--- src/rtl/pbus_ctrl.sv ---
module pbus_ctrl #(
  parameter int DW = 16
) (
  input  logic          clk,
  input  logic          rst_n,
  input  logic          cfg_mode,
  input  logic          cfg_wide,
  input  logic          cfg_cs_pol,
  input  logic          cfg_dc_pol,
  input  logic [2:0]    cfg_wdiv,
  input  logic [3:0]    cfg_rdiv,
  input  logic [2:0]    cfg_wlo,
  input  logic [2:0]    cfg_whi,
  input  logic          cmd_wr,
  input  logic [DW:0]   cmd_word,
  input  logic          rd_req,
  input  logic          data_valid,
  output logic          data_ready,
  input  logic [DW-1:0] data_in,
  input  logic          cs_wr,
  input  logic          cs_val,
  output logic          busy,
  output logic [DW-1:0] rd_data,
  output logic          bus_cs,
  output logic          bus_dc,
  output logic          bus_wr,
  output logic          bus_rd,
  output logic          bus_oe,
  output logic [DW-1:0] bus_dout,
  input  logic [DW-1:0] bus_din
);
  localparam int HW = DW / 2;

  typedef enum logic [1:0] {IDLE, PH_A, PH_B} st_t;

  st_t           st;
  logic          rd_op, is_cmd, cs_act;
  logic [DW-1:0] dreg;
  logic [6:0]    ratio, divcnt;
  logic [3:0]    len_a, len_b, phcnt;

  function automatic logic [6:0] wr_ratio(input logic [2:0] c);
    case (c)
      3'd0: return 7'd1;
      3'd1: return 7'd2;
      3'd2: return 7'd3;
      3'd3: return 7'd4;
      3'd4: return 7'd6;
      default: return 7'd8;
    endcase
  endfunction

  function automatic logic [6:0] rd_ratio(input logic [3:0] c);
    case (c)
      4'd0: return 7'd1;
      4'd1: return 7'd2;
      4'd2: return 7'd3;
      4'd3: return 7'd4;
      4'd4: return 7'd6;
      4'd5: return 7'd8;
      4'd6: return 7'd16;
      4'd7: return 7'd32;
      default: return 7'd64;
    endcase
  endfunction

  wire start  = cmd_wr | rd_req | data_valid;
  wire rd_sel = !cmd_wr && rd_req;
  wire tick   = divcnt == ratio - 7'd1;
  wire ph_end = tick && (phcnt == ((st == PH_A) ? len_a : len_b) - 4'd1);
  wire cap    = rd_op && ph_end && (cfg_mode ? (st == PH_B) : (st == PH_A));
  wire wr_dir = busy && !rd_op;

  assign busy       = st != IDLE;
  assign data_ready = !busy && !cmd_wr && !rd_req;

  always_ff @(posedge clk or negedge rst_n) begin
    if (!rst_n) begin
      st     <= IDLE;
      rd_op  <= 1'b0;
      is_cmd <= 1'b0;
      cs_act <= 1'b0;
      dreg   <= '0;
      ratio  <= 7'd1;
      divcnt <= '0;
      len_a  <= 4'd1;
      len_b  <= 4'd1;
      phcnt  <= '0;
      rd_data <= '0;
    end else begin
      if (cs_wr) cs_act <= !cs_val;
      if (cap) rd_data <= cfg_wide ? bus_din : {{HW{1'b0}}, bus_din[HW-1:0]};
      if (st == IDLE) begin
        divcnt <= '0;
        phcnt  <= '0;
        if (start) begin
          st     <= PH_A;
          rd_op  <= rd_sel;
          is_cmd <= cmd_wr && !cmd_word[DW];
          dreg   <= cmd_wr ? cmd_word[DW-1:0] : data_in;
          ratio  <= rd_sel ? rd_ratio(cfg_rdiv) : wr_ratio(cfg_wdiv);
          len_a  <= rd_sel ? 4'd2 : {1'b0, cfg_wlo} + 4'd1;
          len_b  <= rd_sel ? 4'd2 : {1'b0, cfg_whi} + 4'd1;
        end
      end else begin
        divcnt <= tick ? 7'd0 : divcnt + 7'd1;
        if (ph_end) begin
          phcnt <= '0;
          st    <= (st == PH_A) ? PH_B : IDLE;
        end else if (tick) begin
          phcnt <= phcnt + 4'd1;
        end
      end
    end
  end

  assign bus_cs   = ~(cs_act ^ cfg_cs_pol);
  assign bus_dc   = ~(is_cmd ^ cfg_dc_pol);
  assign bus_wr   = cfg_mode ? !wr_dir : !(st == PH_A && !rd_op);
  assign bus_rd   = cfg_mode ? (st == PH_B) : !(st == PH_A && rd_op);
  assign bus_oe   = wr_dir;
  assign bus_dout = cfg_wide ? dreg : {{HW{1'b0}}, dreg[HW-1:0]};

  AST_ONE_STROBE: assert property (@(posedge clk) disable iff (!rst_n)
    !cfg_mode |-> (bus_wr || bus_rd));
  AST_RW_SETUP: assert property (@(posedge clk) disable iff (!rst_n)
    (cfg_mode && $rose(bus_rd)) |-> $stable(bus_wr));
  AST_RDATA_HOLD: assert property (@(posedge clk) disable iff (!rst_n)
    !busy |=> $stable(rd_data));
  AST_CS_HOLD: assert property (@(posedge clk) disable iff (!rst_n)
    !cs_wr |=> (!$stable(cfg_cs_pol) || $stable(bus_cs)));
  AST_DC_LOCKED: assert property (@(posedge clk) disable iff (!rst_n)
    busy |=> $stable(is_cmd));
  AST_DOUT_HOLD: assert property (@(posedge clk) disable iff (!rst_n)
    bus_oe |=> (!bus_oe || !$stable(cfg_wide) || $stable(bus_dout)));
endmodule

--- config.mk ---
export PLATFORM = sky130hd
export DESIGN_NAME = pbus_ctrl
export DESIGN_NICKNAME = d
export VERILOG_FILES = /design/src/rtl/pbus_ctrl.sv
export SDC_FILE = /design/constraint.sdc
export NUM_CORES = 1
export LEC_CHECK = 0
export BUFFER_PORTS_ARGS = -buffer_cell sky130_fd_sc_hd__buf_2
export CELL_PAD_IN_SITES_DETAIL_PLACEMENT = 1
export CELL_PAD_IN_SITES_GLOBAL_PLACEMENT = 2
export CORE_MARGIN = 4
export CORE_UTILIZATION = 31
export DETAILED_ROUTE_END_ITERATION = 12
export PLACE_DENSITY_LB_ADDON = 0.1
export SKIP_CTS_REPAIR_TIMING = 1
export SYNTH_ARGS = -nofsm -noshare
export SYNTH_HDL_FRONTEND = slang
export SYNTH_SLANG_ARGS = --single-unit
--- constraint.sdc ---
create_clock -name clk -period 3.5 [get_ports clk]
set_input_delay 0.525 -clock clk [delete_from_list [all_inputs] [get_ports clk]]
set_output_delay 0.525 -clock clk [all_outputs]
set_load 0.05 [all_outputs]
==> run_results.csv <==
group,metric,value,unit
die,ios,112,
drt,dr.pass1.iters,4,
finish,drive_gt1_frac,0.331,
grt,grt_pass1_wl,15.7,mm
clock_network,cts-root-buf,"clkbuf_16",
die,die_h,115,um
clock_network,numClockSinks,63,
finish,register_area,1580,um2
setup_path,critPathRequiredTime,3750,ps
setup_path,cp-start-kind,"register",
min_path,holdCritPathClass,"primary input to asynchronous set/reset pin",
timing,timing.final.ws_setup,611,ps
clock_network,clk_pin_slew_worst_paths,60,ps
grt,busiest_layer,"met2",
logic_synthesis,synth-seq-area-share,0.449,
power,ir_worst_vdd,0.000539,V
logic_synthesis,synth_enable_flop_cells,0,
drt,vias,2880,
clock_network,cts_buffers,9,
timing,tns,0,ps
run,drv_cap,0,
setup_path,cp_max_fo,11,
setup_path,slowest_delay,610,ps
finish,diodes,0,
timing,fin_crit,2890,ps
logic_synthesis,syn_area_per_cell,9.87,um2
grt,gr-usage-met2,0.281,
setup_path,slowest_stage,"dfstp_2",
grt,grt.overflow.total,0,
logic_synthesis,ys_types,51,
grt,track_usage,0.153,
timing,tightest_slew,781,ps
setup_path,cp-startpoint,"ratio[0]",
placed_design,place_inst,589,
power,p_seq_frac,0.332,
drt,first_iter_violations,66,
drt,routedWlPerCell,15.5,um
finish,final_cell_mix,"buf_2, dfrtp_1, nand2_1",
clock_network,clockBufferDepth,2,
setup_path,critical_path_buf_inv_count,2,
logic_synthesis,syn_nets,439,
die,start_util,0.321,
power,cellLeakagePower,2.23,nW
finish,final_util,0.405,
die,fp.dieArea,13100,um2
timing,grt_setup_unrepaired,"no",
finish,area.growth.synth_to_final,26.3,%
finish,multi_input_area,1730,um2
drt,via_per_inst,4.76,
timing,hold_ws,275,ps
timing,timing.fmax,0.346,GHz
clock_network,h-tree-depth,3,
placed_design,io_buffers,111,
power,p_switching,1.54,mW
setup_path,path_class,"register to register",
setup_path,cp_cell_sequence,"inv_1 -> ha_1 -> nand4b_1 -> a211oi_1 -> o311a_4 -> and4bb_1 -> buf_4 -> mux2i_1",
timing,finalSetupViolCount,0,
timing,finalHoldViolations,0,
setup_path,r2r_start,"ratio[0]",
clock_network,cts_tree,"done",
logic_synthesis,synth_flop_cell,"dfrtp_1",
power,p_total,3.60,mW
grt,gr-usage-met3,0.0317,
timing,slew_headroom,0.479,
finish,final_common_cell,"buf_2",
grt,antenna_found_initial,0,
die,row_count,38,
setup_path,cp.depth,8,
placed_design,dp_hpwl,7.23,mm
setup_path,critPathCapture,"rd_data[9]",
power,pwr_density_cell,809,nW/um2
setup_path,endpoint_kind,"register",
power,p_clk_frac,0.247,
die,die_w,115,um
placed_design,place_area,4150,um2
die,fp.coreArea,11000,um2
power,internal_power,2.07,mW
timing,period_share,0.825,
setup_path,r2r_setup_slack,610,ps
timing,report.final.slew_viol_count,0,
setup_path,timing.rr.end,"rd_data[9]",
logic_synthesis,syn-cell-area,3520,um2
finish,final_cell_area,4450,um2
grt,grt_max_degree,44,
drt,drc,0,
timing,finClkSkew,10.8,ps
finish,layout.nets,542,
setup_path,critPathTopFamily,"simple AND/OR/NAND/NOR gates",
finish,fillCellCount,1274,
logic_synthesis,synth_seq_cells,63,
grt,first_global_vias,3147,
placed_design,dp_slack,588,ps
power,combPwrFrac,0.422,
drt,wl,9.39,mm
grt,use_met1,0.176,
finish,fin_cells,605,
logic_synthesis,yosys_warnings,0,
drt,ant_nets,0,
logic_synthesis,async_reset_ff_frac,1.00,
placed_design,gp_congestion,0.773,
logic_synthesis,syn_inst,357,
setup_path,worstPathArrival,3140,ps
run_status,status,"finished clean",
setup_path,r2r_cells,8,
power,switching_share,0.427,
clock_network,insertion_delay,330,ps
==> Yosys cell counts, types with 2 or more instances <==
cell type,n,area share
and2_1,10,0.018
nand3b_1,4,0.0085
o31ai_1,6,0.013
nand2_1,43,0.046
mux2i_1,33,0.094
a22o_1,2,0.0050
dfstp_2,3,0.022
mux2_2,7,0.022
xnor2_1,14,0.035
buf_1,2,0.0021
and3_1,3,0.0053
nand2b_1,8,0.014
buf_4,8,0.017
xor2_1,6,0.015
nor4_1,4,0.0071
a21oi_1,7,0.0099
nor2_1,21,0.022
nor2b_1,2,0.0036
mux2_4,2,0.0085
dfrtp_1,60,0.43
clkbuf_1,13,0.014
inv_1,17,0.018
nand4b_1,2,0.0050
o21ai_0,31,0.044
o22ai_1,3,0.0053
nand4_1,4,0.0071
nand3_1,2,0.0028
ha_1,9,0.032
nor3_1,8,0.011
o211a_1,2,0.0057
==> sequential cells by signal, indices dropped and copies added, names as in the netlist <==
name / count
ratio: 7
rd_op: 1
phcnt: 4
divcnt: 7
len_b: 4
dreg: 16
rd_data: 16
len_a: 4
is_cmd: 1
st: 2
cs_act: 1
==> worst reg2reg max path, delay by kind of cell (launching register included) <==
family                     cells  cell delay [ps]
and+or+nand+nor                2              800
muxes                          1              200
adders and majority gates      1              270
AOI/OAI and AO/OA              2              570
DFF                            1              610
buffers and inverters          2              360
==> layout make-up <==
type	instances	area share
tap	140	0.0393
multi-input combinational	251	0.389
inverter	18	0.0152
timing repair buffer	117	0.135
clock buffer	9	0.0506
sequential	63	0.355
clock inverter	7	0.0163
==> worst min-delay path by stage <==
stage / start / endpoint / slack, ps / cells past startpoint
2_1_floorplan: rst_n / cs_act / 230 / 0
3_3_place_gp: dreg[14] / dreg[14] / 460 / 2
3_5_place_dp: dreg[9] / dreg[9] / 460 / 2
4_1_cts: rst_n / rd_data[2] / 320 / 1
5_1_grt: rst_n / rd_data[2] / 350 / 1
6_report: rst_n / rd_data[2] / 280 / 1
==> power groups by stage <==
stage	clock network [mW]	registers [mW]	logic, mW
2_1_floorplan	0	1.21	1.17
5_1_grt	0.947	1.24	1.70
3_3_place_gp	0	1.20	1.50
3_5_place_dp	0	1.21	1.54
4_1_cts	0.917	1.20	1.55
6_report	0.888	1.20	1.52
==> logic make-up after synthesis <==
family                   count (synthesis)  synth area share
flip-flops                              63             0.449
multiplexers                            42             0.125
XOR/XNOR                                20            0.0497
AO/OA/AOI/OAI                           61             0.112
adder cells (fa/ha/maj)                  9            0.0320
AND/OR/NAND/NOR                        119             0.173
buffers and inverters                   43            0.0611
==> layer usage <==
metal  share of wire  vias up
met4           0.013        0
li1                -     1423
met2            0.54       63
met3           0.040        8
met1            0.41     1386
met5               0        -
Note: power is estimated with default switching activity, not from simulation.
